$ cat src/rtl/blk_admit_pkg.sv
package blk_admit_pkg;
  localparam int LOG_W  = 4;
  localparam int CTRL_W = LOG_W + 1;

  typedef struct packed {
    logic             dir;
    logic [LOG_W-1:0] log2n;
  } ctrl_word_t;
endpackage

$ cat src/rtl/blk_admit_fifo.sv
module blk_admit_fifo #(
  parameter int WIDTH = 8,
  parameter int DEPTH = 16
) (
  input  logic             clk,
  input  logic             rst_n,
  input  logic             push,
  input  logic [WIDTH-1:0] din,
  input  logic             pop,
  output logic [WIDTH-1:0] dout,
  output logic             full,
  output logic             empty
);
  localparam int AW = (DEPTH > 1) ? $clog2(DEPTH) : 1;
  localparam int CW = $clog2(DEPTH + 1);

  logic [WIDTH-1:0] mem [DEPTH];
  logic [AW-1:0]    wr_ptr, rd_ptr;
  logic [CW-1:0]    count;

  assign full  = (count == CW'(DEPTH));
  assign empty = (count == '0);
  assign dout  = mem[rd_ptr];

  always_ff @(posedge clk) begin
    if (push) mem[wr_ptr] <= din;
  end

  always_ff @(posedge clk or negedge rst_n) begin
    if (!rst_n) begin
      wr_ptr <= '0;
      rd_ptr <= '0;
      count  <= '0;
    end else begin
      if (push) wr_ptr <= (wr_ptr == AW'(DEPTH - 1)) ? '0 : wr_ptr + AW'(1);
      if (pop)  rd_ptr <= (rd_ptr == AW'(DEPTH - 1)) ? '0 : rd_ptr + AW'(1);
      case ({push, pop})
        2'b10:   count <= count + CW'(1);
        2'b01:   count <= count - CW'(1);
        default: count <= count;
      endcase
    end
  end

  // writes only land in free space
  p_no_overflow_r1: assert property (@(posedge clk) disable iff (!rst_n)
    push |-> !full);
  // a block never draws from an empty queue
  p_no_underflow_r5: assert property (@(posedge clk) disable iff (!rst_n)
    pop |-> !empty);
endmodule

$ cat src/rtl/blk_admit_init.sv
module blk_admit_init #(
  parameter int HOLD = 44
) (
  input  logic clk,
  input  logic rst_n,
  output logic hold,
  output logic awake
);
  localparam int CW = $clog2(HOLD + 1);

  logic [CW-1:0] cnt;

  always_ff @(posedge clk or negedge rst_n) begin
    if (!rst_n)                cnt <= '0;
    else if (cnt != CW'(HOLD)) cnt <= cnt + CW'(1);
  end

  assign hold  = (cnt != CW'(HOLD));
  assign awake = (cnt != '0);

  // once released, the hold-off never returns
  p_hold_once_r4: assert property (@(posedge clk) disable iff (!rst_n)
    !hold |=> !hold);
endmodule

$ cat src/rtl/blk_admit_seq.sv
module blk_admit_seq
  import blk_admit_pkg::*;
#(
  parameter int MIN_LOG      = 3,
  parameter int MAX_LOG      = 12,
  parameter bit BACKPRESSURE = 1'b1
) (
  input  logic       clk,
  input  logic       rst_n,
  input  ctrl_word_t ctrl_head,
  input  logic       ctrl_empty,
  input  logic       dat_last_in,
  input  logic       dat_empty,
  input  logic       hold,
  input  logic       m_ready,
  output logic       ctrl_pop,
  output logic       dat_pop,
  output logic       m_valid,
  output logic       m_last,
  output logic       m_dir,
  output logic       len_err
);
  localparam int LEN_W = MAX_LOG + 1;

  logic             active;
  logic [LEN_W-1:0] rem;
  logic             dir_q;
  logic             err_q;
  logic [LOG_W-1:0] eff_log;
  logic [LEN_W-1:0] head_len;
  logic             take;
  logic             fire;

  always_comb begin
    if (ctrl_head.log2n < LOG_W'(MIN_LOG))      eff_log = LOG_W'(MIN_LOG);
    else if (ctrl_head.log2n > LOG_W'(MAX_LOG)) eff_log = LOG_W'(MAX_LOG);
    else                                        eff_log = ctrl_head.log2n;
    head_len = LEN_W'(1) << eff_log;
  end

  generate
    if (BACKPRESSURE) begin : g_bp
      assign take = m_ready;
    end else begin : g_nobp
      assign take = 1'b1;
    end
  endgenerate

  assign m_valid  = !hold && !dat_empty && (active || !ctrl_empty);
  assign m_last   = active ? (rem == LEN_W'(1)) : (head_len == LEN_W'(1));
  assign m_dir    = active ? dir_q : ctrl_head.dir;
  assign fire     = m_valid && take;
  assign dat_pop  = fire;
  assign ctrl_pop = fire && !active;
  assign len_err  = err_q;

  always_ff @(posedge clk or negedge rst_n) begin
    if (!rst_n) begin
      active <= 1'b0;
      rem    <= '0;
      dir_q  <= 1'b0;
      err_q  <= 1'b0;
    end else if (fire) begin
      if (!active) begin
        dir_q <= ctrl_head.dir;
        if (!m_last) begin
          active <= 1'b1;
          rem    <= head_len - LEN_W'(1);
        end
      end else begin
        rem <= rem - LEN_W'(1);
        if (m_last) active <= 1'b0;
      end
      if (dat_last_in != m_last) err_q <= 1'b1;
    end
  end

  // the mismatch flag is sticky
  p_sticky_err_r11: assert property (@(posedge clk) disable iff (!rst_n)
    len_err |=> len_err);
  // direction holds between samples of one block
  p_dir_steady_r7: assert property (@(posedge clk) disable iff (!rst_n)
    (fire && !m_last) |=> $stable(m_dir));
  // the sample after a block end opens a new block with its own control word
  p_fresh_ctrl_r5: assert property (@(posedge clk) disable iff (!rst_n)
    (dat_pop && m_last) |=> (!dat_pop || ctrl_pop));

  generate
    if (BACKPRESSURE) begin : g_bp_chk
      // a stalled output word holds its flags
      p_stall_hold_r9: assert property (@(posedge clk) disable iff (!rst_n)
        (m_valid && !m_ready) |=> (m_valid && $stable(m_last) && $stable(m_dir)));
    end
  endgenerate
endmodule

$ cat src/rtl/blk_admit_gate.sv
module blk_admit_gate
  import blk_admit_pkg::*;
#(
  parameter int DATA_W       = 16,
  parameter int CTRL_DEPTH   = 16,
  parameter int DAT_DEPTH    = 16,
  parameter int INIT_HOLD    = 44,
  parameter int MIN_LOG      = 3,
  parameter int MAX_LOG      = 12,
  parameter bit BACKPRESSURE = 1'b1
) (
  input  logic              clk,
  input  logic              rst_n,
  input  logic              s_ctrl_valid,
  output logic              s_ctrl_ready,
  input  logic [CTRL_W-1:0] s_ctrl_word,
  input  logic              s_dat_valid,
  output logic              s_dat_ready,
  input  logic [DATA_W-1:0] s_dat_data,
  input  logic              s_dat_last,
  output logic              m_valid,
  input  logic              m_ready,
  output logic [DATA_W-1:0] m_data,
  output logic              m_last,
  output logic              m_dir,
  output logic              len_err
);
  localparam int DW = DATA_W + 1;

  logic              hold, awake;
  logic              ctrl_full, ctrl_empty, ctrl_pop, ctrl_push;
  logic              dat_full, dat_empty, dat_pop, dat_push;
  logic [CTRL_W-1:0] ctrl_raw;
  logic [DW-1:0]     dat_head;
  ctrl_word_t        ctrl_head;

  assign s_ctrl_ready = awake && !ctrl_full;
  assign s_dat_ready  = awake && !dat_full;
  assign ctrl_push    = s_ctrl_valid && s_ctrl_ready;
  assign dat_push     = s_dat_valid && s_dat_ready;
  assign ctrl_head    = ctrl_word_t'(ctrl_raw);
  assign m_data       = dat_head[DATA_W-1:0];

  blk_admit_init #(.HOLD(INIT_HOLD)) u_init (
    .clk(clk), .rst_n(rst_n), .hold(hold), .awake(awake)
  );

  blk_admit_fifo #(.WIDTH(CTRL_W), .DEPTH(CTRL_DEPTH)) u_ctrl_q (
    .clk(clk), .rst_n(rst_n), .push(ctrl_push), .din(s_ctrl_word),
    .pop(ctrl_pop), .dout(ctrl_raw), .full(ctrl_full), .empty(ctrl_empty)
  );

  blk_admit_fifo #(.WIDTH(DW), .DEPTH(DAT_DEPTH)) u_dat_q (
    .clk(clk), .rst_n(rst_n), .push(dat_push), .din({s_dat_last, s_dat_data}),
    .pop(dat_pop), .dout(dat_head), .full(dat_full), .empty(dat_empty)
  );

  blk_admit_seq #(
    .MIN_LOG(MIN_LOG), .MAX_LOG(MAX_LOG), .BACKPRESSURE(BACKPRESSURE)
  ) u_seq (
    .clk(clk), .rst_n(rst_n), .ctrl_head(ctrl_head), .ctrl_empty(ctrl_empty),
    .dat_last_in(dat_head[DATA_W]), .dat_empty(dat_empty), .hold(hold),
    .m_ready(m_ready), .ctrl_pop(ctrl_pop), .dat_pop(dat_pop),
    .m_valid(m_valid), .m_last(m_last), .m_dir(m_dir), .len_err(len_err)
  );

  // nothing leaves during the hold-off window
  p_hold_quiet_r4: assert property (@(posedge clk) disable iff (!rst_n)
    hold |-> !m_valid);

  generate
    if (BACKPRESSURE) begin : g_bp_chk
      // a stalled sample is not replaced
      p_stall_data_r9: assert property (@(posedge clk) disable iff (!rst_n)
        (m_valid && !m_ready) |=> $stable(m_data));
    end
  endgenerate
endmodule

$ cat config.mk
export PLATFORM = sky130hd
export DESIGN_NAME = blk_admit_gate
export DESIGN_NICKNAME = d
export VERILOG_FILES = /design/src/rtl/blk_admit_pkg.sv /design/src/rtl/blk_admit_fifo.sv /design/src/rtl/blk_admit_init.sv /design/src/rtl/blk_admit_seq.sv /design/src/rtl/blk_admit_gate.sv
export SDC_FILE = /design/constraint.sdc
export NUM_CORES = 1
export LEC_CHECK = 0
export ABC_AREA = 1
export CAP_MARGIN = 0
export CELL_PAD_IN_SITES_DETAIL_PLACEMENT = 1
export CELL_PAD_IN_SITES_GLOBAL_PLACEMENT = 2
export CORE_ASPECT_RATIO = 1.75
export CORE_UTILIZATION = 40
export CTS_CLUSTER_SIZE = 20
export DETAILED_ROUTE_END_ITERATION = 7
export GPL_ROUTABILITY_DRIVEN = 0
export PLACE_DENSITY_LB_ADDON = 0.2
export SLEW_MARGIN = 20
export SYNTH_ARGS = -nofsm -noshare
export SYNTH_HDL_FRONTEND = slang
export SYNTH_SLANG_ARGS = --single-unit
$ cat constraint.sdc
create_clock -name clk -period 3.5 [get_ports clk]
set_input_delay 0.525 -clock clk [delete_from_list [all_inputs] [get_ports clk]]
set_output_delay 0.525 -clock clk [all_outputs]
set_load 0.02 [all_outputs]
==> flow_summary.json <==
{
  "status": "complete, no violations",
  "ir_drop_mv": 0.4927,
  "endpoint_kind": "output pin",
  "grt.overflow.total": 0,
  "avgSynthCellArea_sq_um": 11.61,
  "seqCellArea_sq_mm": 0.01178,
  "powerDensity_mw_per_mm2": 805.2,
  "row_count": 99,
  "fp.dieH_um": 274.0,
  "cts_root_buf": "clkbuf_16",
  "core_sq_mm": 0.04174,
  "rsz0062_at_grt": "false",
  "dp_hpwl_mm": 29.55,
  "finClkSkew_ns": 0.02718,
  "tns_ns": 0,
  "netlist_area_sq_mm": 0.01691,
  "setup_viol": 0,
  "relSlewSlack_pct": 52.71,
  "ant_nets": 0,
  "drtIter0Drc": 582,
  "path_clk_slew_ns": 0.07,
  "maxSlewViolCount": 0,
  "yosysWarnings": 0,
  "antenna_found_initial": 0,
  "timing.final.crit_period_ns": 3.392,
  "synth_seq_area_share_pct": 69.62,
  "wirelength_mm": 46.42,
  "fill_cells": 4471,
  "h-tree-depth": 2,
  "cp.required_ns": 2.97,
  "worstHoldPathType": "in2async",
  "grt_use_total_pct": 22.21,
  "maxCapViolCount": 0,
  "grt_pass1_vias": 11930,
  "grt_pass1_wl_mm": 70.23,
  "routedWlPerCell_um": 22.06,
  "vias": 11230,
  "worst_slack_ns": 0.1081,
  "die_w_um": 157.4,
  "p_leak_nw": 7.059,
  "arrival_ns": 2.87,
  "final_nets": 1579,
  "grt_start_max_net_pins": 79,
  "antenna_cells": 0,
  "yosys.cell_types.count": 47,
  "max_freq_ghz": 0.2948,
  "cts_tree": "yes",
  "critPathKind": "reg2out",
  "initial_core_util_pct": 40.51,
  "drive_gt1_share_pct": 9.425,
  "clkSinkCount": 400,
  "via_per_inst": 5.338,
  "dr.pass1.iters": 5,
  "fin_crit_sh_pct": 96.91,
  "critPathLaunchType": "flip-flop",
  "syn_inst": 1456,
  "insertion_delay_ns": 0.54,
  "ios": 49,
  "tightest_slew_ns": 0.7071,
  "die_area_sq_mm": 0.04313,
  "port_buffers": 48,
  "path_max_fanout": 34,
  "multiInputGateArea_sq_mm": 0.004427,
  "hold_buffers": 0,
  "hold_viol_final": 0,
  "clk_path_buf_depth": 3,
  "post-place-ws_ns": 0.5598,
  "route.detailed.drc": 0,
  "cts_inserted_buffers": 38,
  "ys_seq_elements": 400,
  "syn2layout_area_growth_pct": 14.38
}
[flip-flops by register name, indices dropped and copies added (netlist names)]
signal	cells
u_dat_q.mem	272
u_ctrl_q.mem	80
u_seq.rem	13
u_init.cnt	6
u_ctrl_q.count	5
u_dat_q.count	5
u_ctrl_q.rd_ptr	4
u_ctrl_q.wr_ptr	4
u_dat_q.rd_ptr	4
u_dat_q.wr_ptr	4
u_seq.active	1
u_seq.dir_q	1
u_seq.len_err	1
[cell usage in the layout (no fill, tap or decap), types with 7 or more instances in the layout]
| master | instances |
|---|---|
| edfxtp_1 | 352 |
| nand2_1 | 268 |
| nor2_1 | 155 |
| o21ai_0 | 130 |
| inv_1 | 97 |
| nand3_1 | 75 |
| a21oi_1 | 60 |
| buf_4 | 48 |
| clkdlybuf4s50_1 | 47 |
| dfrtp_1 | 47 |
| clkbuf_16 | 38 |
| o22ai_1 | 25 |
| ha_1 | 23 |
| a221oi_1 | 20 |
| nor2_2 | 17 |
| nand4_1 | 16 |
| o221ai_1 | 13 |
| clkinv_1 | 11 |
| xor2_1 | 10 |
| inv_2 | 7 |
| a31oi_1 | 7 |
| nand2_2 | 7 |
[stage by stage]
| stage | hold slack (ns) | total power, mW | cells | area (sq um) | utilization (%) |
|---|---|---|---|---|---|
| floorplan | 0.2294 | 9.696 | 1457 | 16910 | - |
| finish | 0.0001416 | 15.57 | 2104 | 19340 | 46.33 |
| global placement | 0.4833 | 11.86 | 2036 | 18200 | 43.61 |
| global route | 0.04256 | 16.46 | 2104 | 19340 | 46.33 |
| detailed placement | 0.4859 | 11.99 | 2036 | 18200 | 43.61 |
| CTS | 0.01256 | 15.80 | 2104 | 19340 | 46.32 |
[synthesized netlist by cell type (all sizes together)]
library cell / count / area [sq um]
or2: 4 / 25.02
ha: 23 / 287.8
a31oi: 7 / 43.79
xor2: 10 / 87.58
a32o: 1 / 10.01
o31ai: 2 / 15.01
o211ai: 1 / 7.510
conb: 1 / 3.750
o221ai: 13 / 113.9
a22oi: 1 / 7.510
and3: 1 / 6.260
buf: 34 / 206.5
o22ai: 25 / 156.4
xnor2: 6 / 52.55
nor2: 174 / 670.7
nor3: 5 / 25.02
and2: 1 / 6.260
inv: 106 / 397.9
a2bb2oi: 1 / 8.760
clkbuf: 38 / 142.6
o21bai: 1 / 7.510
a21oi: 62 / 317.8
dfrtp: 48 / 1201
o2111ai: 2 / 17.52
o21ai: 136 / 680.7
a211oi: 3 / 22.52
a221oi: 20 / 175.2
nor4: 2 / 12.51
o21a: 2 / 15.01
nand3: 78 / 405.4
nand4: 16 / 100.1
edfxtp: 352 / 10570
nand2: 276 / 1061
fa: 2 / 40.04
clkinv: 2 / 7.510
[kinds of logic after synthesis]
| kind of cell | synth area share (%) |
|---|---|
| simple gates | 13.67 |
| buf+inv | 4.462 |
| other cells | 0.02218 |
| compound gates | 9.457 |
| fa+ha+maj | 1.939 |
| flops | 69.62 |
| xor+xnor | 0.8287 |
[worst max-delay path, cell delays in order (launching register included)]
cell and delay, ns:
dfrtp_4 0.52, inv_4 0.20, buf_12 0.23, nand2_1 0.08, a221oi_1 0.35, o21ai_0 0.22, nand2_1 0.12, clkdlybuf4s50_1 0.60
[path summary, 6_finish.rpt]
kind	start	end	slack [ns]	cells past startpoint
worst max-delay path	u_dat_q.rd_ptr[0]$_DFFE_PN0P_	m_data[4]	0.11	7
worst min-delay path	rst_n	u_init.cnt[5]$_DFFE_PN0P_	0.0001	1
worst max register to register	u_init.cnt[0]$_DFFE_PN0P_	u_ctrl_q.count[4]$_DFFE_PN0P_	0.61	16
worst min register to register	u_seq.len_err$_DFFE_PN0P_	u_seq.len_err$_DFFE_PN0P_	0.49	1
max in group asynchronous	rst_n	u_ctrl_q.count[2]$_DFFE_PN0P_	2.76	2
min in group clk	u_seq.len_err$_DFFE_PN0P_	u_seq.len_err$_DFFE_PN0P_	0.49	1
[cell type report]
type | instances | area share [%]
Clock buffer | 45 | 5.104
Inverter | 108 | 2.128
Clock inverter | 17 | 0.5111
Timing Repair Buffer | 102 | 4.897
Tap cell | 555 | 3.590
Multi-Input combinational cell | 877 | 22.89
Sequential cell | 400 | 60.88
[metal layers]
| metal | wire length (um) | global-route usage, % | vias to the layer above |
|---|---|---|---|
| met4 | 1830 | 9.300 | 0 |
| met5 | 0 | 0 | - |
| met1 | 17080 | 23.21 | 5711 |
| met2 | 26250 | 43.58 | 171 |
| met3 | 1259 | 2.703 | 94 |
| li1 | - | - | 5256 |
[power by group]
group	total, mW	internal (mW)	switching [mW]
clock	3.76	2.01	1.75
combinational	5.64	1.85	3.79
sequential	6.17	5.84	0.336
[repair_timing]
| action | CTS | global route |
|---|---|---|
| setup endpoints to repair | 1 | 1 |
| hold endpoints to repair | 0 | 0 |
| buffers inserted | 6 | 0 |
| cloned | 0 | 0 |
| resized for setup | 1 | 1 |
No activity file was read; power rests on OpenSTA's default activity.
